`src/rtl/eic_pkg.sv`:
```
`timescale 1ns/1ps
package eic_pkg;
  localparam int REG_ADDR_W = 2;

  typedef enum logic [REG_ADDR_W-1:0] {
    ADDR_MODE  = 2'd0,
    ADDR_MASK  = 2'd1,
    ADDR_CLR   = 2'd2,
    ADDR_FCLR  = 2'd3
  } regAddr_e;

  typedef struct packed {
    logic wrMode;
    logic wrMask;
    logic clrIrq;
    logic clrFast;
  } ctrlStrb_t;
endpackage

```
`src/rtl/eic_sync.sv`:
```
`timescale 1ns/1ps
module eic_sync #(
  parameter int WIDTH  = 1,
  parameter int STAGES = 2
) (
  input  logic             clk,
  input  logic             rstN,
  input  logic [WIDTH-1:0] asyncIn,
  output logic [WIDTH-1:0] syncOut
);
  logic [WIDTH-1:0] chain [STAGES];

  always_ff @(posedge clk or negedge rstN) begin
    if (!rstN) chain[0] <= '1;
    else       chain[0] <= asyncIn;
  end

  for (genvar s = 1; s < STAGES; s++) begin : g_stage
    always_ff @(posedge clk or negedge rstN) begin
      if (!rstN) chain[s] <= '1;
      else       chain[s] <= chain[s-1];
    end
  end

  assign syncOut = chain[STAGES-1];
endmodule

```
`src/rtl/eic_ctrl.sv`:
```
`timescale 1ns/1ps
module eic_ctrl
  import eic_pkg::*;
#(
  parameter int NUM_IRQ = 8
) (
  input  logic                  clk,
  input  logic                  rstN,
  input  logic                  regWrEn,
  input  logic [REG_ADDR_W-1:0] regAddr,
  input  logic [NUM_IRQ-1:0]    modeReg,
  input  logic                  maskReg,
  output ctrlStrb_t             strb,
  output logic [NUM_IRQ-1:0]    regRdData
);
  regAddr_e addrDec;
  assign addrDec = regAddr_e'(regAddr);

  always_comb begin
    strb = '0;
    if (regWrEn) begin
      case (addrDec)
        ADDR_MODE: strb.wrMode  = 1'b1;
        ADDR_MASK: strb.wrMask  = 1'b1;
        ADDR_CLR:  strb.clrIrq  = 1'b1;
        ADDR_FCLR: strb.clrFast = 1'b1;
        default:   strb = '0;
      endcase
    end
  end

  always_comb begin
    regRdData = '0;
    case (addrDec)
      ADDR_MODE: regRdData = modeReg;
      ADDR_MASK: regRdData[0] = maskReg;
      default:   regRdData = '0;
    endcase
  end

  AST_STRB_ONEHOT: assert property (@(posedge clk) disable iff (!rstN)
    $onehot0({strb.wrMode, strb.wrMask, strb.clrIrq, strb.clrFast}));

  AST_NO_STRB_IDLE: assert property (@(posedge clk) disable iff (!rstN)
    !regWrEn |-> (strb == '0));
endmodule

```
`src/rtl/eic_datapath.sv`:
```
`timescale 1ns/1ps
module eic_datapath
  import eic_pkg::*;
#(
  parameter int NUM_IRQ     = 8,
  parameter int SYNC_STAGES = 2
) (
  input  logic               clk,
  input  logic               rstN,
  input  logic [NUM_IRQ-1:0] extIrqN,
  input  logic               fastIrqN,
  input  logic               stopMode,
  input  ctrlStrb_t          strb,
  input  logic [NUM_IRQ-1:0] wrData,
  output logic [NUM_IRQ-1:0] irqReq,
  output logic               fastReq,
  output logic [NUM_IRQ-1:0] modeReg,
  output logic               maskReg
);
  localparam int LINES = NUM_IRQ + 1;
  localparam int FAST  = NUM_IRQ;

  logic [LINES-1:0]   rawSync;
  logic [LINES-1:0]   prevSync;
  logic [LINES-1:0]   lowNow;
  logic [LINES-1:0]   fallPulse;
  logic [NUM_IRQ-1:0] irqFlag, irqFlagNext;
  logic               fastFlag, fastFlagNext;
  logic [NUM_IRQ-1:0] levelSel;
  logic               fastClrHit;

  eic_sync #(.WIDTH(LINES), .STAGES(SYNC_STAGES)) u_sync (
    .clk     (clk),
    .rstN    (rstN),
    .asyncIn ({fastIrqN, extIrqN}),
    .syncOut (rawSync)
  );

  always_ff @(posedge clk or negedge rstN) begin
    if (!rstN) prevSync <= '1;
    else       prevSync <= rawSync;
  end

  assign lowNow    = ~rawSync;
  assign fallPulse = prevSync & ~rawSync;

  // configuration registers
  always_ff @(posedge clk or negedge rstN) begin
    if (!rstN) begin
      modeReg <= '0;
      maskReg <= 1'b1;
    end else begin
      if (strb.wrMode) modeReg <= wrData;
      if (strb.wrMask) maskReg <= wrData[0];
    end
  end

  // per-line sticky edge flags; a new edge outranks a clear
  for (genvar i = 0; i < NUM_IRQ; i++) begin : g_line
    logic clrHit;
    assign clrHit         = strb.clrIrq & wrData[i];
    assign irqFlagNext[i] = (fallPulse[i] & ~modeReg[i]) | (irqFlag[i] & ~clrHit);

    AST_PULSE_SINGLE: assert property (@(posedge clk) disable iff (!rstN)
      fallPulse[i] |=> !fallPulse[i]);

    AST_FLAG_STICKY: assert property (@(posedge clk) disable iff (!rstN)
      (irqFlag[i] && !clrHit) |=> irqFlag[i]);

    AST_EDGE_BEATS_CLR: assert property (@(posedge clk) disable iff (!rstN)
      (fallPulse[i] && !modeReg[i] && clrHit) |=> irqFlag[i]);
  end

  assign fastClrHit   = strb.clrFast & wrData[0];
  assign fastFlagNext = (fallPulse[FAST] & ~maskReg) | (fastFlag & ~fastClrHit);

  always_ff @(posedge clk or negedge rstN) begin
    if (!rstN) begin
      irqFlag  <= '0;
      fastFlag <= 1'b0;
    end else begin
      irqFlag  <= irqFlagNext;
      fastFlag <= fastFlagNext;
    end
  end

  assign levelSel = modeReg | {NUM_IRQ{stopMode}};
  assign irqReq   = (levelSel & lowNow[NUM_IRQ-1:0]) | (~levelSel & irqFlag);
  assign fastReq  = ~maskReg & (stopMode ? lowNow[FAST] : fastFlag);

  AST_FAST_ONLY_UNMASKED: assert property (@(posedge clk) disable iff (!rstN)
    $rose(fastFlag) |-> !$past(maskReg));

  AST_FAST_CLEARED: assert property (@(posedge clk) disable iff (!rstN)
    (fastClrHit && !fallPulse[FAST]) |=> !fastFlag);

  AST_MODE_WRITE: assert property (@(posedge clk) disable iff (!rstN)
    strb.wrMode |=> (modeReg == $past(wrData)));
endmodule

```
`src/rtl/ext_irq_cond.sv`:
```
`timescale 1ns/1ps
module ext_irq_cond
  import eic_pkg::*;
#(
  parameter int NUM_IRQ     = 8,
  parameter int SYNC_STAGES = 2
) (
  input  logic                  clk,
  input  logic                  rstN,
  input  logic [NUM_IRQ-1:0]    extIrqN,
  input  logic                  fastIrqN,
  input  logic                  stopMode,
  input  logic                  regWrEn,
  input  logic [REG_ADDR_W-1:0] regAddr,
  input  logic [NUM_IRQ-1:0]    regWrData,
  output logic [NUM_IRQ-1:0]    regRdData,
  output logic [NUM_IRQ-1:0]    irqReq,
  output logic                  fastReq
);
  ctrlStrb_t          strb;
  logic [NUM_IRQ-1:0] modeReg;
  logic               maskReg;

  eic_ctrl #(.NUM_IRQ(NUM_IRQ)) u_ctrl (
    .clk       (clk),
    .rstN      (rstN),
    .regWrEn   (regWrEn),
    .regAddr   (regAddr),
    .modeReg   (modeReg),
    .maskReg   (maskReg),
    .strb      (strb),
    .regRdData (regRdData)
  );

  eic_datapath #(.NUM_IRQ(NUM_IRQ), .SYNC_STAGES(SYNC_STAGES)) u_dp (
    .clk      (clk),
    .rstN     (rstN),
    .extIrqN  (extIrqN),
    .fastIrqN (fastIrqN),
    .stopMode (stopMode),
    .strb     (strb),
    .wrData   (regWrData),
    .irqReq   (irqReq),
    .fastReq  (fastReq),
    .modeReg  (modeReg),
    .maskReg  (maskReg)
  );
endmodule

```
`config.mk`:
```
export PLATFORM = sky130hd
export DESIGN_NAME = ext_irq_cond
export DESIGN_NICKNAME = d
export VERILOG_FILES = /design/src/rtl/eic_pkg.sv /design/src/rtl/eic_sync.sv /design/src/rtl/eic_ctrl.sv /design/src/rtl/eic_datapath.sv /design/src/rtl/ext_irq_cond.sv
export SDC_FILE = /design/constraint.sdc
export NUM_CORES = 1
export LEC_CHECK = 0
export BUFFER_PORTS_ARGS = -buffer_cell sky130_fd_sc_hd__buf_2
export CORE_ASPECT_RATIO = 1.25
export CORE_MARGIN = 4
export CORE_UTILIZATION = 25
export CTS_BUF_LIST = sky130_fd_sc_hd__clkbuf_16
export DETAILED_ROUTE_END_ITERATION = 7
export GPL_ROUTABILITY_DRIVEN = 0
export PLACE_DENSITY_LB_ADDON = 0.08
export SKIP_LAST_GASP = 1
export SLEW_MARGIN = 20
export SYNTH_ARGS = -nofsm -noshare
export SYNTH_HDL_FRONTEND = slang
export SYNTH_SLANG_ARGS = --single-unit
```
`constraint.sdc`:
```
create_clock -name clk -period 1.4 [get_ports clk]
set_clock_uncertainty 0.15 [all_clocks]
set_input_delay 0.21 -clock clk [delete_from_list [all_inputs] [get_ports clk]]
set_output_delay 0.21 -clock clk [all_outputs]
set_load 0.005 [all_outputs]
```
==> qor.txt <==
Slowest stage delay, CP - 0.53 ns
Syn Nets - 140
DRT iter0 DRCs - 33
Worst path slowest cell - dfstp_2
Initial Utilization - 25.9%
Final Cell Area - 2390 um^2
Hold Path Class - in -> reg
Final core utilization - 36.5%
Antenna viol nets, final - 0
GRT Total Usage - 10.3%
Layout area overhead - 40.9%
Total Power - 3.13 mW
Synth warnings - 0
Number of top-level pins - 40
CP startpoint kind - register
Vias in the first global route - 1261
Register area share after synthesis - 68.3%
Core footprint - 6570 um^2
H-Tree Depth - 2
Final Slew Violations - 0
Nets@finish - 212
Max Buffers Root-to-Sink - 2
Placed Area - 2060 um^2
Synthesized area per cell - 14.5 um^2
Die Y - 100 um
First-pass GRT wire length - 6380 um
CTS clk-pin slew, worst paths - 0.06 ns
Yosys reg bits - 45
Port bufs - 39
Number of CTS-inserted buffers - 5
Critical path type - reg -> out
Final Hold Vio Count - 0
CP required - 1.04 ns
Vias per cell - 4.34
Count of final setup violators - 10
Crit path cell chain - o21ai_0 > o31a_1 > buf_2
Clock latency on the worst-skew pair - 0.28 ns
Post-Synthesis Cells - 117
DP HPWL - 2730 um
Failing checks - negative setup slack
Avg WL per Cell - 14.0 um
DRC - 0
Final WL - 3880 um
Peak VDD IR - 0.448 mV
Die ar. - 8190 um^2
Initial antenna violation count - 0
Share of cells above drive strength 1 - 55.8%
Max-cap violations - 0
Slew @ Worst Pin - 0.362 ns
Yosys cell types - 19
Status - finished with violations
Initial DRT Pass Iterations - 4
CP arrival - 1.12 ns
Tcrit/Tclk final - 105%
Pwr dens - 1310 nW/um^2
Relative slew slack - 75.9%
CTS tree - done
RSZ-0062 raised after global routing - yes
F_max - 677 MHz
GRT overflow - 0
Total negative setup slack - -0.647 ns
Largest net degree at the start of global routing - 34
CP Capture Type - primary output
Crit Path Max Fanout - 2
Setup ws final - -0.0766 ns
Pleak - 1.04 nW
Synth Cell Area - 1700 um^2
Antenna cells - 0
Fillers - 664
Min cycle time layout - 1.48 ns
Root Driver - clkbuf_16
Top delay family on crit path - flip-flops
Row count - 33
Clock Sink Count - 45
CP Buf/Inv Count - 1
Die W - 81.7 um
Via count - 1201
## cells by family after synthesis
logic type / synth area share, %
AOI/OAI and AO/OA: 11.2
buffers and inverters: 1.47
DFF: 68.3
muxes: 6.55
and+or+nand+nor: 12.4
## path summary, 6_finish.rpt
check,endpoint,from,slack (ns),cells after the start
max,irqReq[6],u_dp.u_sync.syncOut[6],-0.08,3
min,u_dp.modeReg[2],regWrData[2],0.03,2
max reg2reg,u_dp.irqFlag[6],u_dp.u_sync.syncOut[6],0.23,4
min reg2reg,u_dp.u_sync.syncOut[3],u_dp.u_sync.chain[12],0.20,0
max in group asynchronous,u_dp.prevSync[3],rstN,0.35,3
min in group asynchronous,u_dp.irqFlag[6],rstN,0.21,2
## power breakdown
group / switching, mW / total [mW] / internal, mW
clock network: 0.459 / 1.10 / 0.645
logic: 0.177 / 0.441 / 0.264
registers: 0.103 / 1.58 / 1.48
total: 0.740 / 3.13 / 2.39
## repair_timing
item | 4_1_cts | 5_1_grt
pin swaps | 1 | 0
setup endpoints to repair | 10 | 10
buffers inserted | 10 | 2
hold buffers | 10 | 0
resized for setup | 4 | 5
hold endpoints to repair | 35 | 0
## cells in the mapped netlist (all sizes together)
| master | count | area share [%] |
|---|---|---|
| clkbuf | 1 | 0.29 |
| a21oi | 1 | 0.29 |
| dfstp | 28 | 43 |
| nand4 | 1 | 0.37 |
| nand3b | 1 | 0.44 |
| buf | 4 | 1.2 |
| a22o | 6 | 3.1 |
| o21ai | 8 | 2.4 |
| nor3b | 4 | 2.4 |
| o31a | 8 | 4.1 |
| a21o | 3 | 1.3 |
| mux2i | 1 | 0.59 |
| and2 | 7 | 2.6 |
| mux2 | 9 | 6.0 |
| nor2 | 8 | 1.8 |
| nand4b | 8 | 4.1 |
| nand2b | 2 | 0.74 |
| dfrtp | 17 | 25 |
## metal layers
metal | track usage [%] | routed length [um] | up-vias
met5 | 0 | 0 | -
met4 | 3.84 | 61 | 0
met3 | 2.96 | 253 | 6
met2 | 16.7 | 1950 | 27
met1 | 12.7 | 1620 | 600
li1 | - | - | 568
## registers in the layout, summed over array words and instances (netlist names)
signal and flops:
u_dp.u_sync.chain 9, u_dp.u_sync.syncOut 9, u_dp.maskReg 1, u_dp.prevSync 9, u_dp.modeReg 8, u_dp.fastFlag 1, u_dp.irqFlag 8
## cell usage in the layout (no fill, tap or decap)
| cell | synthesis | layout |
|---|---|---|
| buf_2 | 4 | 39 |
| nand3b_1 | 1 | 1 |
| mux2_2 | 9 | 9 |
| o31a_1 | 8 | 8 |
| buf_4 | 0 | 20 |
| mux2i_1 | 1 | 1 |
| o21ai_0 | 8 | 1 |
| nor3b_1 | 3 | 3 |
| a21o_1 | 3 | 3 |
| clkinv_1 | 0 | 2 |
| clkbuf_16 | 0 | 5 |
| nand4b_1 | 8 | 8 |
| nand2b_1 | 2 | 2 |
| dfrtp_1 | 17 | 17 |
| a21oi_2 | 0 | 1 |
| o21ai_2 | 0 | 1 |
| nand4_1 | 1 | 1 |
| buf_12 | 0 | 1 |
| nor2_1 | 8 | 8 |
| dlygate4sd3_1 | 0 | 10 |
| a22o_1 | 6 | 6 |
| nor3b_4 | 1 | 1 |
| and2_1 | 7 | 7 |
| o21ai_1 | 0 | 6 |
| clkinv_2 | 0 | 1 |
| dfstp_2 | 28 | 28 |
## cell type report
type	count	area (um^2)	area share, %
clock buffer	5	125	5.23
clock inverter	3	12.5	0.523
multi-input combinational	67	520	21.7
sequential	45	1160	48.5
tap	87	109	4.55
timing repair buffer	70	465	19.4
## stage by stage
step	setup slack, ns	instances	hold WS (ns)
2_1_floorplan	0.217	117	-0.236
3_3_place_gp	0.0826	247	-0.0345
3_5_place_dp	0.0823	247	-0.0305
4_1_cts	-0.0989	275	0.0256
5_1_grt	-0.126	277	0.0313
6_report	-0.0766	277	0.0329
Power figures use the tool's default switching activity.
